===== config.mk =====
export PLATFORM = sky130hd
export DESIGN_NAME = dma_chain_ctrl
export DESIGN_NICKNAME = d
export VERILOG_FILES = /design/src/rtl/dma_chain_pkg.sv /design/src/rtl/dma_regs.sv /design/src/rtl/dma_arb.sv /design/src/rtl/dma_xfer.sv /design/src/rtl/dma_chain_ctrl.sv
export SDC_FILE = /design/constraint.sdc
export NUM_CORES = 1
export LEC_CHECK = 0
export ABC_AREA = 1
export BUFFER_PORTS_ARGS = -buffer_cell sky130_fd_sc_hd__buf_2
export CAP_MARGIN = 40
export CORE_MARGIN = 3
export CORE_UTILIZATION = 30
export DETAILED_ROUTE_END_ITERATION = 7
export GPL_TIMING_DRIVEN = 0
export SLEW_MARGIN = 20
export SYNTH_ARGS = -nofsm -noshare
export SYNTH_HDL_FRONTEND = slang
export SYNTH_HIERARCHICAL = 1
export SYNTH_SLANG_ARGS = --single-unit
export TNS_END_PERCENT = 5

===== constraint.sdc =====
create_clock -name clk -period 1.73 [get_ports clk]
set_input_delay 0.346 -clock clk [delete_from_list [all_inputs] [get_ports clk]]
set_output_delay 0.346 -clock clk [all_outputs]
set_load 0.01 [all_outputs]

===== src/rtl/dma_chain_pkg.sv =====
package dma_chain_pkg;

  typedef enum logic [1:0] {
    ST_IDLE = 2'd0,
    ST_REQ  = 2'd1,
    ST_OWN  = 2'd2
  } bus_state_t;

  localparam logic [1:0] SEL_ADDR  = 2'd0;
  localparam logic [1:0] SEL_COUNT = 2'd1;
  localparam logic [1:0] SEL_CTRL  = 2'd2;

  // control write / status read bit positions
  localparam int B_START  = 0;  // write: start
  localparam int B_ACTIVE = 0;  // read: engine busy
  localparam int B_DIR    = 1;
  localparam int B_IEN    = 2;
  localparam int B_BLOCK  = 3;
  localparam int B_DONE   = 4;
  localparam int B_IRQ    = 5;

endpackage


===== src/rtl/dma_regs.sv =====
module dma_regs
  import dma_chain_pkg::*;
#(
  parameter int ADDR_W = 16,
  parameter int CNT_W  = 16,
  parameter int REG_W  = 16
) (
  input  logic              clk,
  input  logic              rst_n,
  input  logic [1:0]        reg_sel,
  input  logic              reg_we,
  input  logic [REG_W-1:0]  reg_wdata,
  output logic [REG_W-1:0]  reg_rdata,
  input  logic              active,
  input  logic              fire,
  input  logic              last,
  output logic [ADDR_W-1:0] cur_addr,
  output logic [CNT_W-1:0]  cur_count,
  output logic              dir,
  output logic              block,
  output logic              start_go,
  output logic              irq
);

  logic [ADDR_W-1:0] addr_q;
  logic [CNT_W-1:0]  cnt_q;
  logic dir_q, blk_q, ien_q, done_q, irq_q;

  logic ctrl_wr, cfg_wr, start_req, zero_start, finish_evt, ien_next;

  function automatic logic [ADDR_W-1:0] addr_step(input logic [ADDR_W-1:0] a);
    return a + ADDR_W'(1);
  endfunction

  function automatic logic [CNT_W-1:0] cnt_step(input logic [CNT_W-1:0] c);
    return c - CNT_W'(1);
  endfunction

  assign ctrl_wr    = reg_we && (reg_sel == SEL_CTRL);
  assign cfg_wr     = ctrl_wr && !active;
  assign start_req  = cfg_wr && reg_wdata[B_START];
  assign start_go   = start_req && (cnt_q != '0);
  assign zero_start = start_req && (cnt_q == '0);
  assign finish_evt = last || zero_start;
  assign ien_next   = cfg_wr ? reg_wdata[B_IEN] : ien_q;

  always_ff @(posedge clk) begin
    if (!rst_n) begin
      addr_q <= '0;
      cnt_q  <= '0;
      dir_q  <= 1'b0;
      blk_q  <= 1'b0;
      ien_q  <= 1'b0;
      done_q <= 1'b0;
      irq_q  <= 1'b0;
    end else begin
      if (reg_we && (reg_sel == SEL_ADDR) && !active) addr_q <= reg_wdata[ADDR_W-1:0];
      else if (fire)                                  addr_q <= addr_step(addr_q);
      if (reg_we && (reg_sel == SEL_COUNT) && !active) cnt_q <= reg_wdata[CNT_W-1:0];
      else if (fire)                                   cnt_q <= cnt_step(cnt_q);
      if (cfg_wr) begin
        dir_q <= reg_wdata[B_DIR];
        blk_q <= reg_wdata[B_BLOCK];
        ien_q <= reg_wdata[B_IEN];
      end
      if (finish_evt) begin
        done_q <= 1'b1;
        irq_q  <= ien_next;
      end else if (ctrl_wr && reg_wdata[B_DONE]) begin
        done_q <= 1'b0;
        irq_q  <= 1'b0;
      end
    end
  end

  always_comb begin
    reg_rdata = '0;
    unique case (reg_sel)
      SEL_ADDR:  reg_rdata[ADDR_W-1:0] = addr_q;
      SEL_COUNT: reg_rdata[CNT_W-1:0]  = cnt_q;
      SEL_CTRL: begin
        reg_rdata[B_ACTIVE] = active;
        reg_rdata[B_DIR]    = dir_q;
        reg_rdata[B_IEN]    = ien_q;
        reg_rdata[B_BLOCK]  = blk_q;
        reg_rdata[B_DONE]   = done_q;
        reg_rdata[B_IRQ]    = irq_q;
      end
      default: reg_rdata = '0;
    endcase
  end

  assign cur_addr  = addr_q;
  assign cur_count = cnt_q;
  assign dir       = dir_q;
  assign block     = blk_q;
  assign irq       = irq_q;

  // every moved byte steps the count and the address by one
  p_count_step_r8: assert property (@(posedge clk) disable iff (!rst_n)
    fire |=> (cnt_q == $past(cnt_q) - CNT_W'(1)));
  p_addr_step_r8: assert property (@(posedge clk) disable iff (!rst_n)
    fire |=> (addr_q == $past(addr_q) + ADDR_W'(1)));
  // done only ever appears with the count exhausted
  p_done_at_zero_r9: assert property (@(posedge clk) disable iff (!rst_n)
    $rose(done_q) |-> (cnt_q == '0));

endmodule


===== src/rtl/dma_arb.sv =====
module dma_arb
  import dma_chain_pkg::*;
(
  input  logic clk,
  input  logic rst_n,
  input  logic go,
  input  logic release_req,
  input  logic last,
  input  logic grant_in,
  input  logic busy_in,
  output logic bus_req,
  output logic busy_out,
  output logic grant_out,
  output logic master,
  output logic active
);

  bus_state_t state_q, state_d;
  logic grant_prev_q;
  logic grant_take;

  assign grant_take = (state_q == ST_REQ) && grant_in && !grant_prev_q && !busy_in;

  always_comb begin
    state_d = state_q;
    unique case (state_q)
      ST_IDLE: if (go) state_d = ST_REQ;
      ST_REQ:  if (grant_take) state_d = ST_OWN;
      ST_OWN: begin
        if (last)             state_d = ST_IDLE;
        else if (release_req) state_d = ST_REQ;
      end
      default: state_d = ST_IDLE;
    endcase
  end

  always_ff @(posedge clk) begin
    if (!rst_n) begin
      state_q      <= ST_IDLE;
      grant_prev_q <= 1'b0;
    end else begin
      state_q      <= state_d;
      grant_prev_q <= grant_in;
    end
  end

  assign bus_req   = (state_q == ST_REQ);
  assign busy_out  = (state_q == ST_OWN);
  assign grant_out = grant_in && (state_q == ST_IDLE);
  assign master    = busy_out;
  assign active    = (state_q != ST_IDLE);

  // a request is held until mastership is reached
  p_req_held_r2: assert property (@(posedge clk) disable iff (!rst_n)
    bus_req |=> (bus_req || busy_out));
  // mastership only follows a fresh grant edge under a free bus
  p_grant_edge_r4: assert property (@(posedge clk) disable iff (!rst_n)
    $rose(busy_out) |-> ($past(grant_in) && !$past(grant_in, 2) && !$past(busy_in)));
  // busy and request are never raised together
  p_busy_excl_r5: assert property (@(posedge clk) disable iff (!rst_n)
    busy_out |-> !bus_req);

endmodule


===== src/rtl/dma_xfer.sv =====
module dma_xfer #(
  parameter int DATA_W = 8,
  parameter int ADDR_W = 16,
  parameter int CNT_W  = 16,
  parameter int BURST  = 4
) (
  input  logic              clk,
  input  logic              rst_n,
  input  logic              master,
  input  logic              dir,
  input  logic              block,
  input  logic [ADDR_W-1:0] cur_addr,
  input  logic [CNT_W-1:0]  cur_count,
  input  logic [DATA_W-1:0] dev_rdata,
  input  logic [DATA_W-1:0] mem_rdata,
  output logic              fire,
  output logic              last,
  output logic              release_req,
  output logic              mem_en,
  output logic              mem_we,
  output logic [ADDR_W-1:0] mem_addr,
  output logic [DATA_W-1:0] mem_wdata,
  output logic              dev_re,
  output logic              dev_we,
  output logic [DATA_W-1:0] dev_wdata
);

  localparam int BW = $clog2(BURST + 1);

  logic [BW-1:0] burst_q;

  always_ff @(posedge clk) begin
    if (!rst_n || !master) burst_q <= '0;
    else if (fire)         burst_q <= burst_q + BW'(1);
  end

  assign fire        = master;
  assign last        = fire && (cur_count == CNT_W'(1));
  assign release_req = fire && !block && (burst_q == BW'(BURST - 1));

  assign mem_en    = fire;
  assign mem_we    = fire && !dir;
  assign mem_addr  = cur_addr;
  assign mem_wdata = dev_rdata;
  assign dev_re    = fire && !dir;
  assign dev_we    = fire && dir;
  assign dev_wdata = mem_rdata;

  // a cycle-stealing tenure never exceeds BURST bytes
  p_burst_cap_r6: assert property (@(posedge clk) disable iff (!rst_n)
    (master && !block) |-> (burst_q < BW'(BURST)));
  // a byte is only moved while some count remains
  p_move_needs_count_r5: assert property (@(posedge clk) disable iff (!rst_n)
    fire |-> (cur_count != '0));

endmodule


===== src/rtl/dma_chain_ctrl.sv =====
module dma_chain_ctrl #(
  parameter int DATA_W = 8,
  parameter int ADDR_W = 16,
  parameter int CNT_W  = 16,
  parameter int REG_W  = 16,
  parameter int BURST  = 4
) (
  input  logic              clk,
  input  logic              rst_n,
  input  logic [1:0]        reg_sel,
  input  logic              reg_we,
  input  logic [REG_W-1:0]  reg_wdata,
  output logic [REG_W-1:0]  reg_rdata,
  output logic              bus_req,
  input  logic              grant_in,
  output logic              grant_out,
  input  logic              busy_in,
  output logic              busy_out,
  output logic              mem_en,
  output logic              mem_we,
  output logic [ADDR_W-1:0] mem_addr,
  output logic [DATA_W-1:0] mem_wdata,
  input  logic [DATA_W-1:0] mem_rdata,
  output logic              dev_re,
  input  logic [DATA_W-1:0] dev_rdata,
  output logic              dev_we,
  output logic [DATA_W-1:0] dev_wdata,
  output logic              irq
);

  logic              active, master, fire, last, release_req, start_go;
  logic              dir, block;
  logic [ADDR_W-1:0] cur_addr;
  logic [CNT_W-1:0]  cur_count;

  dma_regs #(.ADDR_W(ADDR_W), .CNT_W(CNT_W), .REG_W(REG_W)) u_regs (
    .clk, .rst_n, .reg_sel, .reg_we, .reg_wdata, .reg_rdata,
    .active, .fire, .last, .cur_addr, .cur_count, .dir, .block,
    .start_go, .irq
  );

  dma_arb u_arb (
    .clk, .rst_n, .go(start_go), .release_req, .last,
    .grant_in, .busy_in, .bus_req, .busy_out, .grant_out,
    .master, .active
  );

  dma_xfer #(.DATA_W(DATA_W), .ADDR_W(ADDR_W), .CNT_W(CNT_W), .BURST(BURST)) u_xfer (
    .clk, .rst_n, .master, .dir, .block, .cur_addr, .cur_count,
    .dev_rdata, .mem_rdata, .fire, .last, .release_req,
    .mem_en, .mem_we, .mem_addr, .mem_wdata, .dev_re, .dev_we, .dev_wdata
  );

  // memory is touched only under this engine's own bus-busy
  p_access_owned_r5: assert property (@(posedge clk) disable iff (!rst_n)
    mem_en |-> (busy_out && !bus_req));

endmodule


==> results.toml, run 1 <==
[global_route]
antenna_found_initial = 0
grt_max_degree = 15
track_usage = 0.167
grt-ovfl-total = 0
grt_pass1_wl_mm = 17.2
first_global_vias = 3623

[finish]
seq_area_um2 = 867
diodes = 0
multi_input_area_um2 = 1820
drive_above_1_share = 0.306
area_growth_pct = 23.5
fin_area_um2 = 4160
nNetsFinal = 656
n_fill_cell = 1199

[sta]
slew_headroom = 0.479
period_share = 0.995
fin_skew_ps = 4.65
finalSetupViolations = 0
fin_ws_ps = 7.90
rsz0062_at_grt = "true"
final-hold-violation-count = 0
setup_tns_ps = 0
period_minus_slack_ps = 1720
tightest_slew_ps = 781
slew_viol_final = 0
fmax_ghz = 0.581

[pwr]
p_per_area_nw_per_um2 = 663
clkPwrFrac = 0.351
seqPwrFrac = 0.393
p_leak_nw = 2.06
p_sw_frac = 0.317
pwr-share-comb = 0.256
power.total_w = 0.00276
p_sw_w = 0.000874
internal-power_w = 0.00188
vdd_drop_max_uv = 341

[logic_synthesis]
synth.net_count = 568
synthCells = 525
synth_cell_type_count = 34
async_reset_ff_frac = 0
synth.avg_cell_area_um2 = 6.41
syn_area_um2 = 3360
synth_top_flop_cell = "dfxtp_1"
ys_ff_latch = 43
synth-edff-count = 0
ys.warnings.count = 6
ys_seq_area_frac = 0.256

[placement]
hpwl_mm = 8.31
port_buffers = 78
finalWeightedCongestion = 0.888
place_area_um2 = 3930
place_ws_ps = -184

[worst_setup_path]
worstSetupStartpointType = "primary input"
path_class = "in -> out"
crit_arrival_ps = 1380
required_ps = 1380
worstPathMaxFanout = 10
endpoint_kind = "output pin"

[floorplanning]
coreArea_um2 = 10900
die-area_um2 = 12500
die_x_um = 112
die_h_um = 112
initial_core_util = 0.309
rows = 38
ioPinCount = 95

[route]
top_layer = "met4"
wl_met3_um = 898
drt_iter0_markers = 232
wl_per_cell_um = 13.9
drt-met1-wl_mm = 4.95
drc = 0
wl_mm = 10.5
ant_nets = 0
vias_per_cell = 4.90
vias = 3693
first_pass_iters = 5
wl_met2_mm = 4.46

[flow_run]
cap_viol_max_count = 0

[clocking]
worstSkewPairLatency_ps = 310
postCtsHoldBufs = 0
root_buffer = "clkbuf_8"
cts_tree = "yes"
cts.sinks = 43
cts_buffers = 5
cts_max_path_buffers = 2
clkSlewWorstSetupHoldPaths_ps = 90
htreeDepth = 2

[outcome]
outcome = "complete, no violations"

[min_path]
hold_path_class = "in -> reg"
[worst paths after layout]
check                                    startpoint                  to  slack, ps  depth (start not counted)
worst min register to register    u_xfer/burst_q[0]   u_xfer/burst_q[0]        430                          1
worst max-delay path                     reg_sel[1]       reg_rdata[13]          8                          6
worst min-delay path                       grant_in  u_arb/grant_prev_q        270                          3
worst max register to register  u_regs/cur_count[0]          u_regs/irq        110                          7
[cell usage after synthesis, types with 5 or more instances]
cell / count / area share
nand4_1: 8 / 0.015
nand3_2: 5 / 0.015
buf_4: 36 / 0.080
o22ai_1: 22 / 0.041
nand2_1: 115 / 0.13
dfxtp_1: 43 / 0.26
nor2_1: 64 / 0.071
nand3_1: 28 / 0.042
o22ai_2: 5 / 0.019
o21ai_0: 19 / 0.028
inv_1: 91 / 0.10
nand2_4: 5 / 0.017
inv_2: 6 / 0.0067
a21oi_2: 10 / 0.026
xor2_1: 8 / 0.021
a21oi_1: 18 / 0.027
[placed cells by master (no fill, tap or decap), drive strengths merged, types with 3 or more instances in the layout]
master / n
buf: 124
nand2: 123
inv: 98
nor2: 72
dfxtp: 43
nand3: 33
a21oi: 28
o22ai: 27
o21ai: 20
clkbuf: 9
nand4: 8
xor2: 8
o211ai: 4
ha: 4
a31oi: 4
o221ai: 3
[cell type report]
type,instances,area share
Timing Repair Buffer,82,0.102
Tap cell,140,0.0422
Buffer,46,0.0861
Sequential cell,43,0.209
Clock buffer,5,0.0166
Multi-Input combinational cell,337,0.439
Clock inverter,3,0.0163
Inverter,98,0.0897
[what timing repair did]
item,in CTS,in global routing
pin swaps,0,4
resized for setup,6,17
buffers inserted,0,4
setup endpoints to repair,36,43
endpoints found under the hold margin,0,0
gates cloned,0,0
[logic make-up (layout without fill, tap and decap cells)]
group,count (synthesis),count (layout),synth area share
AO/OA/AOI/OAI,88,88,0.173
XOR/XNOR,8,8,0.0208
adder cells (fa/ha/maj),4,4,0.0149
buffers and inverters,145,234,0.216
flip-flops,43,43,0.256
AND/OR/NAND/NOR,237,237,0.320
[sequential cells by signal (all words and copies together), names as in the netlist]
name                flops
u_regs/irq              1
u_xfer/burst_q          3
u_regs/ien_q            1
u_regs/cur_count       16
u_regs/done_q           1
u_regs/dir              1
u_regs/block            1
u_arb/state_q           2
u_arb/grant_prev_q      1
u_regs/cur_addr        16
[power by group through the flow]
stage / Clock (W) / Combinational, W / Sequential [W]
after detailed placement: 0 / 0.000673 / 0.00111
final: 0.000968 / 0.000704 / 0.00108
after CTS: 0.000996 / 0.000679 / 0.00108
after global placement: 0 / 0.000662 / 0.00110
after global routing: 0.00103 / 0.000784 / 0.00109
after floorplan: 0 / 0.000476 / 0.00109
[through the flow]
step / util / hold slack [ps] / instances
after floorplan: - / 399 / 525
after global placement: 0.361 / 406 / 743
after detailed placement: 0.361 / 416 / 743
after CTS: 0.375 / 259 / 750
after global routing: 0.382 / 271 / 754
final: 0.382 / 269 / 754
[layer usage]
metal | global-route usage | vias to the layer above
met5 | 0 | -
met1 | 0.233 | 1701
met4 | 0.0479 | 0
li1 | - | 1812
met2 | 0.259 | 165
met3 | 0.0364 | 15
[critical path: stages]
cell	delay, ps
buf_2	120
inv_1	140
nand2_4	110
buf_2	210
o22ai_1	260
buf_2	190
(Power assumes the default switching activity.)
==> inputs of run 2 (changes only) <==
CORE_MARGIN = unset   (was 3)
SYNTH_HIERARCHICAL = unset   (was 1)
==> results.toml, run 2 <==
[outcome]
outcome = "finished, violations left"
violations = "setup timing"

[finish]
seq_area_um2 = 865
nNetsFinal = 587
final_common_cell = "nand2_1"
final_cell_mix = "100 x nand2_1, 80 x buf_2, 73 x inv_1"
drive_above_1_share = 0.271
fin_area_um2 = 3650
post-route-util = 0.389
n_fill_cell = 1044
diodes = 0
multi_input_area_um2 = 1620
finalNonFillerCells = 672
area_growth_pct = 24.1

[min_path]
holdPathStages = 3
min-delay-start = "grant_in"
hold_path_end = "u_arb.grant_prev_q"
hold_path_class = "in -> reg"

[sta]
setup_tns_ps = -4.75
period_minus_slack_ps = 1730
fin_ws_ps = -4.75
period_share = 1.00
slew_viol_final = 0
finalSetupViolations = 1
fin_skew_ps = 7.19
final-hold-violation-count = 0
rsz0062_at_grt = "true"
fmax_ghz = 0.576
slew_headroom = 0.570
tightest_slew_ps = 645

[worst_setup_path]
path_buf_inv = 4
r2r-start = "u_regs.cur_addr[0]"
timing.rr.end = "u_regs.cur_addr[12]"
path_class = "in -> out"
worstPathMaxFanout = 10
crit_chain = "buf_2 -> inv_2 -> nand2_1 -> clkbuf_4 -> o22ai_1 -> buf_2"
endpoint_kind = "output pin"
cp_num_cells = 6
r2r_cells = 9
worstSetupStartpointType = "primary input"
r2r_setup_slack_ps = 160
cpMostUsedCell = "buf_2"
crit_arrival_ps = 1390
cpPeakStageDelay_ps = 240
crit_slowest_cell = "clkbuf_4"
required_ps = 1380
critPathTopFamily = "buffers and inverters"

[logic_synthesis]
syn_area_um2 = 2940
synth_common_cells = "100 x nand2_1, 74 x inv_1, 47 x nor2_1"
synth.net_count = 500
synth-edff-count = 0
ys_ff_latch = 43
yosysMostFrequentCell = "nand2_1"
synth_cell_type_count = 33
yosysTopAreaCell = "dfxtp_1"
synth.avg_cell_area_um2 = 6.45
synth_top_flop_cell = "dfxtp_1"
ys_seq_area_frac = 0.293
synth_top_area_share = 0.293
async_reset_ff_frac = 0
synth_area_leaders = "dfxtp_1 29%, nand2_1 13%, inv_1 9.4%"
synthCells = 456
ys.warnings.count = 0

[route]
drt_iter0_markers = 186
first_pass_iters = 5
wl_per_cell_um = 14.2
ant_nets = 0
vias_per_cell = 4.87
vias = 3271
wl_mm = 9.53
drc = 0

[global_route]
track_usage = 0.189
grt-ovfl-total = 0
first_global_vias = 3054
grt_pass1_wl_mm = 15.0
grt_max_degree = 14
antenna_found_initial = 0

[floorplanning]
die_h_um = 101
initial_core_util = 0.314
ioPinCount = 95
die_x_um = 101
coreArea_um2 = 9370
die-area_um2 = 10200
rows = 35

[placement]
hpwl_mm = 7.41
post-place-cells = 663
finalWeightedCongestion = 0.974
place_area_um2 = 3490
port_buffers = 78

[clocking]
cts.sinks = 43
cts_max_path_buffers = 2
clkSlewWorstSetupHoldPaths_ps = 80
cts_buffers = 5
worstSkewPairLatency_ps = 300
root_buffer = "clkbuf_8"
htreeDepth = 2
cts_tree = "yes"

[pwr]
p_leak_nw = 1.74
vdd_drop_max_uv = 317
p_per_area_nw_per_um2 = 875
power.total_w = 0.00319

[flow_run]
cap_viol_max_count = 0
run 2: changes by cell type after synthesis, moves of 8 or more:
| cell | change |
|---|---|
| nor2_1 | -17 |
| nand2_1 | -15 |
| a21oi_1 | +8 |
| inv_1 | -17 |
| a21oi_2 | -10 |
| buf_4 | -17 |
run 2: cell type report:
cell class              instances  area share
multi-input cells             304       0.443
flip-flops and latches         43       0.237
repair buffers                 81       0.113
inverters                      79      0.0819
plain buffers                  29      0.0573
well taps                     129      0.0442
clock buffers                   6      0.0226
clock inverters                 1     0.00137
run 2: power breakdown:
group | total [W] | switching [W] | internal (W)
Clock | 0.000669 | 0.000355 | 0.000314
Combinational | 0.00132 | 0.000851 | 0.000473
Sequential | 0.00120 | 0.000108 | 0.00109
Total | 0.00319 | 0.00131 | 0.00188
run 2: layer usage:
layer	wire length, um	global-route usage	vias to the layer above	part of all wire
met1	4270	0.243	1502	0.45
met5	0	0	-	0
met2	4530	0.315	111	0.48
met4	250	0.0803	0	0.026
met3	486	0.0284	22	0.051
li1	-	-	1636	-
run 2: worst min-delay path: stages:
cell and delay [ps]:
buf_2 110, nand2_1 50, inv_1 40
run 2: how the worst max path moves through the flow:
stage / startpoint / endpoint / slack, ps
floorplan: u_arb.state_q[1] / mem_we / 280
finish: reg_sel[1] / reg_rdata[6] / -5
global route: reg_sel[1] / reg_rdata[13] / -40
CTS: u_arb.state_q[0] / mem_we / 0.2
detailed placement: reg_sel[1] / reg_rdata[7] / -50
global placement: reg_sel[1] / reg_rdata[6] / -60
run 2: through the flow:
stage | hold slack, ps | setup slack, ps
after floorplan | 399 | 277
after detailed placement | 418 | -51.1
after global routing | 293 | -36.4
after global placement | 407 | -64.8
final | 271 | -4.75
after CTS | 272 | 0.197
run 2: what timing repair did:
action | CTS | global route
hold endpoints to repair | 0 | 0
hold buffers | 0 | 0
resized for setup | 9 | 10
pin swaps | 0 | 2
buffers inserted | 2 | 1
endpoints found under the setup margin | 13 | 12
run 2: cell families after synthesis:
logic type	after synthesis	synth area share
and+or+nand+nor	198	0.306
buffers and inverters	109	0.170
AOI/OAI and AO/OA	95	0.192
DFF	43	0.293
xor gates and xnor gates	6	0.0179
adders and majority gates	5	0.0213
==> inputs of run 3 (changes only) <==
SETUP_SLACK_MARGIN = 0.15   (was unset)
==> results.toml, run 3 (synthesized netlist as in run 2, its figures left out) <==
[outcome]
outcome = "complete, no violations"

[route]
wl_met3_um = 461
vias = 3336
top_layer = "met4"
wl_met2_mm = 4.68
wl_per_cell_um = 14.1
ant_nets = 0
drt_iter0_markers = 200
first_pass_iters = 5
wl_mm = 9.68
drc = 0
vias_per_cell = 4.86
drt-met1-wl_mm = 4.38

[pwr]
vdd_drop_max_uv = 359
p_per_area_nw_per_um2 = 881
p_leak_nw = 1.83

[worst_setup_path]
worst_setup_path_startpoint = "u_arb.state_q[0]"
required_ps = 1380
r2r-start = "u_regs.cur_addr[1]"
worstPathMaxFanout = 6
crit_arrival_ps = 1250
timing.rr.end = "u_regs.cur_addr[10]"
worstSetupStartpointType = "flop"
path_class = "reg -> out"
r2r_setup_slack_ps = 200
endpoint_kind = "output pin"
r2r_cells = 7

[sta]
slew_viol_final = 0
fin_skew_ps = 10.1
period_share = 0.925
tightest_slew_ps = 627
finalSetupViolations = 0
finalHoldWorstSlack_ps = 258
rsz0062_at_grt = "true"
final-hold-violation-count = 0
fmax_ghz = 0.625
slew_headroom = 0.582
period_minus_slack_ps = 1600

[floorplanning]
rows = 35
die-area_um2 = 10200
initial_core_util = 0.314
die_h_um = 101
coreArea_um2 = 9370
die_x_um = 101
ioPinCount = 95

[clocking]
cts_buffers = 5
clkSlewWorstSetupHoldPaths_ps = 90
htreeDepth = 2
cts_max_path_buffers = 2
cts_tree = "yes"
root_buffer = "clkbuf_8"
cts.sinks = 43
worstSkewPairLatency_ps = 310
postCtsHoldBufs = 0

[placement]
finalWeightedCongestion = 0.974
hpwl_mm = 7.41
port_buffers = 78
post-place-cells = 663

[global_route]
grt_pass1_wl_mm = 15.0
antenna_found_initial = 0
first_global_vias = 3054
grt_max_degree = 13
track_usage = 0.189
grt-ovfl-total = 0

[finish]
diodes = 0
finalNonFillerCells = 686
nNetsFinal = 601
final_common_cell = "nand2_1"
area_growth_pct = 31.3
final_cell_mix = "99 x nand2_1, 79 x buf_2, 71 x inv_1"
drive_above_1_share = 0.311

[min_path]
hold_path_class = "in -> reg"
min-delay-start = "grant_in"
hold_path_end = "u_arb.grant_prev_q"
holdPathStages = 3

[flow_run]
cap_viol_max_count = 0
==> run 3: cell count changes in the layout (fill, tap and decap cells not counted), moves of 3 or more <==
cell     before  now
buf_4        22   35
dfxtp_1      40   37
dfxtp_4       0    3
nor2_4        7   10
o22ai_1      19   16
o22ai_2       3    6
==> run 3: layout make-up <==
class	count	area (um2)
plain buffers	30	234
clock buffers	6	82.6
clock inverters	1	5.00
fillers	1028	5510
inverters	79	299
multi-input cells	304	1680
flip-flops and latches	43	876
well taps	129	161
repair buffers	94	523
==> run 3: how the worst max path moves through the flow <==
stage | endpoint | slack (ps) | cells past startpoint
after floorplan | mem_we | 280 | 4
after global placement | reg_rdata[6] | -60 | 6
after detailed placement | reg_rdata[7] | -50 | 6
after CTS | reg_rdata[0] | 30 | 5
after global routing | u_regs.cur_addr[10] | 80 | 7
final | mem_we | 130 | 6
==> run 3: timing repair <==
action / 4_1_cts / 5_1_grt
setup endpoints to repair: 19 / 30
gates resized for setup: 19 / 27
buffers inserted: 0 / 16
cloned: 0 / 0
pin swaps: 1 / 6
==> run 3: metrics by stage <==
stage | area, um2 | worst slack [ps] | utilization | setup TNS [ps] | total power (W)
2_1_floorplan | 2940 | 277 | - | 0 | 0.00211
3_3_place_gp | 3490 | -64.8 | 0.373 | -277 | 0.00249
4_1_cts | 3640 | 33.1 | 0.388 | 0 | 0.00321
6_report | 3860 | 130 | 0.412 | 0 | 0.00340
3_5_place_dp | 3490 | -51.1 | 0.373 | -200 | 0.00250
5_1_grt | 3860 | 77.6 | 0.412 | 0 | 0.00362
==> run 3: routing by layer <==
layer / track usage / vias to the layer above
li1: - / 1663
met1: 0.244 / 1554
met2: 0.321 / 104
met3: 0.0250 / 15
met4: 0.0725 / 0
met5: 0 / -
==> run 3: critical path, stage by stage (launching register included) <==
cell,delay (ps)
dfxtp_4,370
inv_4,80
nand2_8,70
buf_8,140
nor2_4,70
buf_4,100
buf_2,110
==> run 3: power breakdown <==
part | switching [W] | internal (W) | total, W | leakage (nW)
Combinational | 0.000897 | 0.000599 | 0.00150 | 1.43
Sequential | 0.000117 | 0.00110 | 0.00121 | 0.353
Clock | 0.000374 | 0.000314 | 0.000688 | 0.0470
Total | 0.00139 | 0.00201 | 0.00340 | 1.83
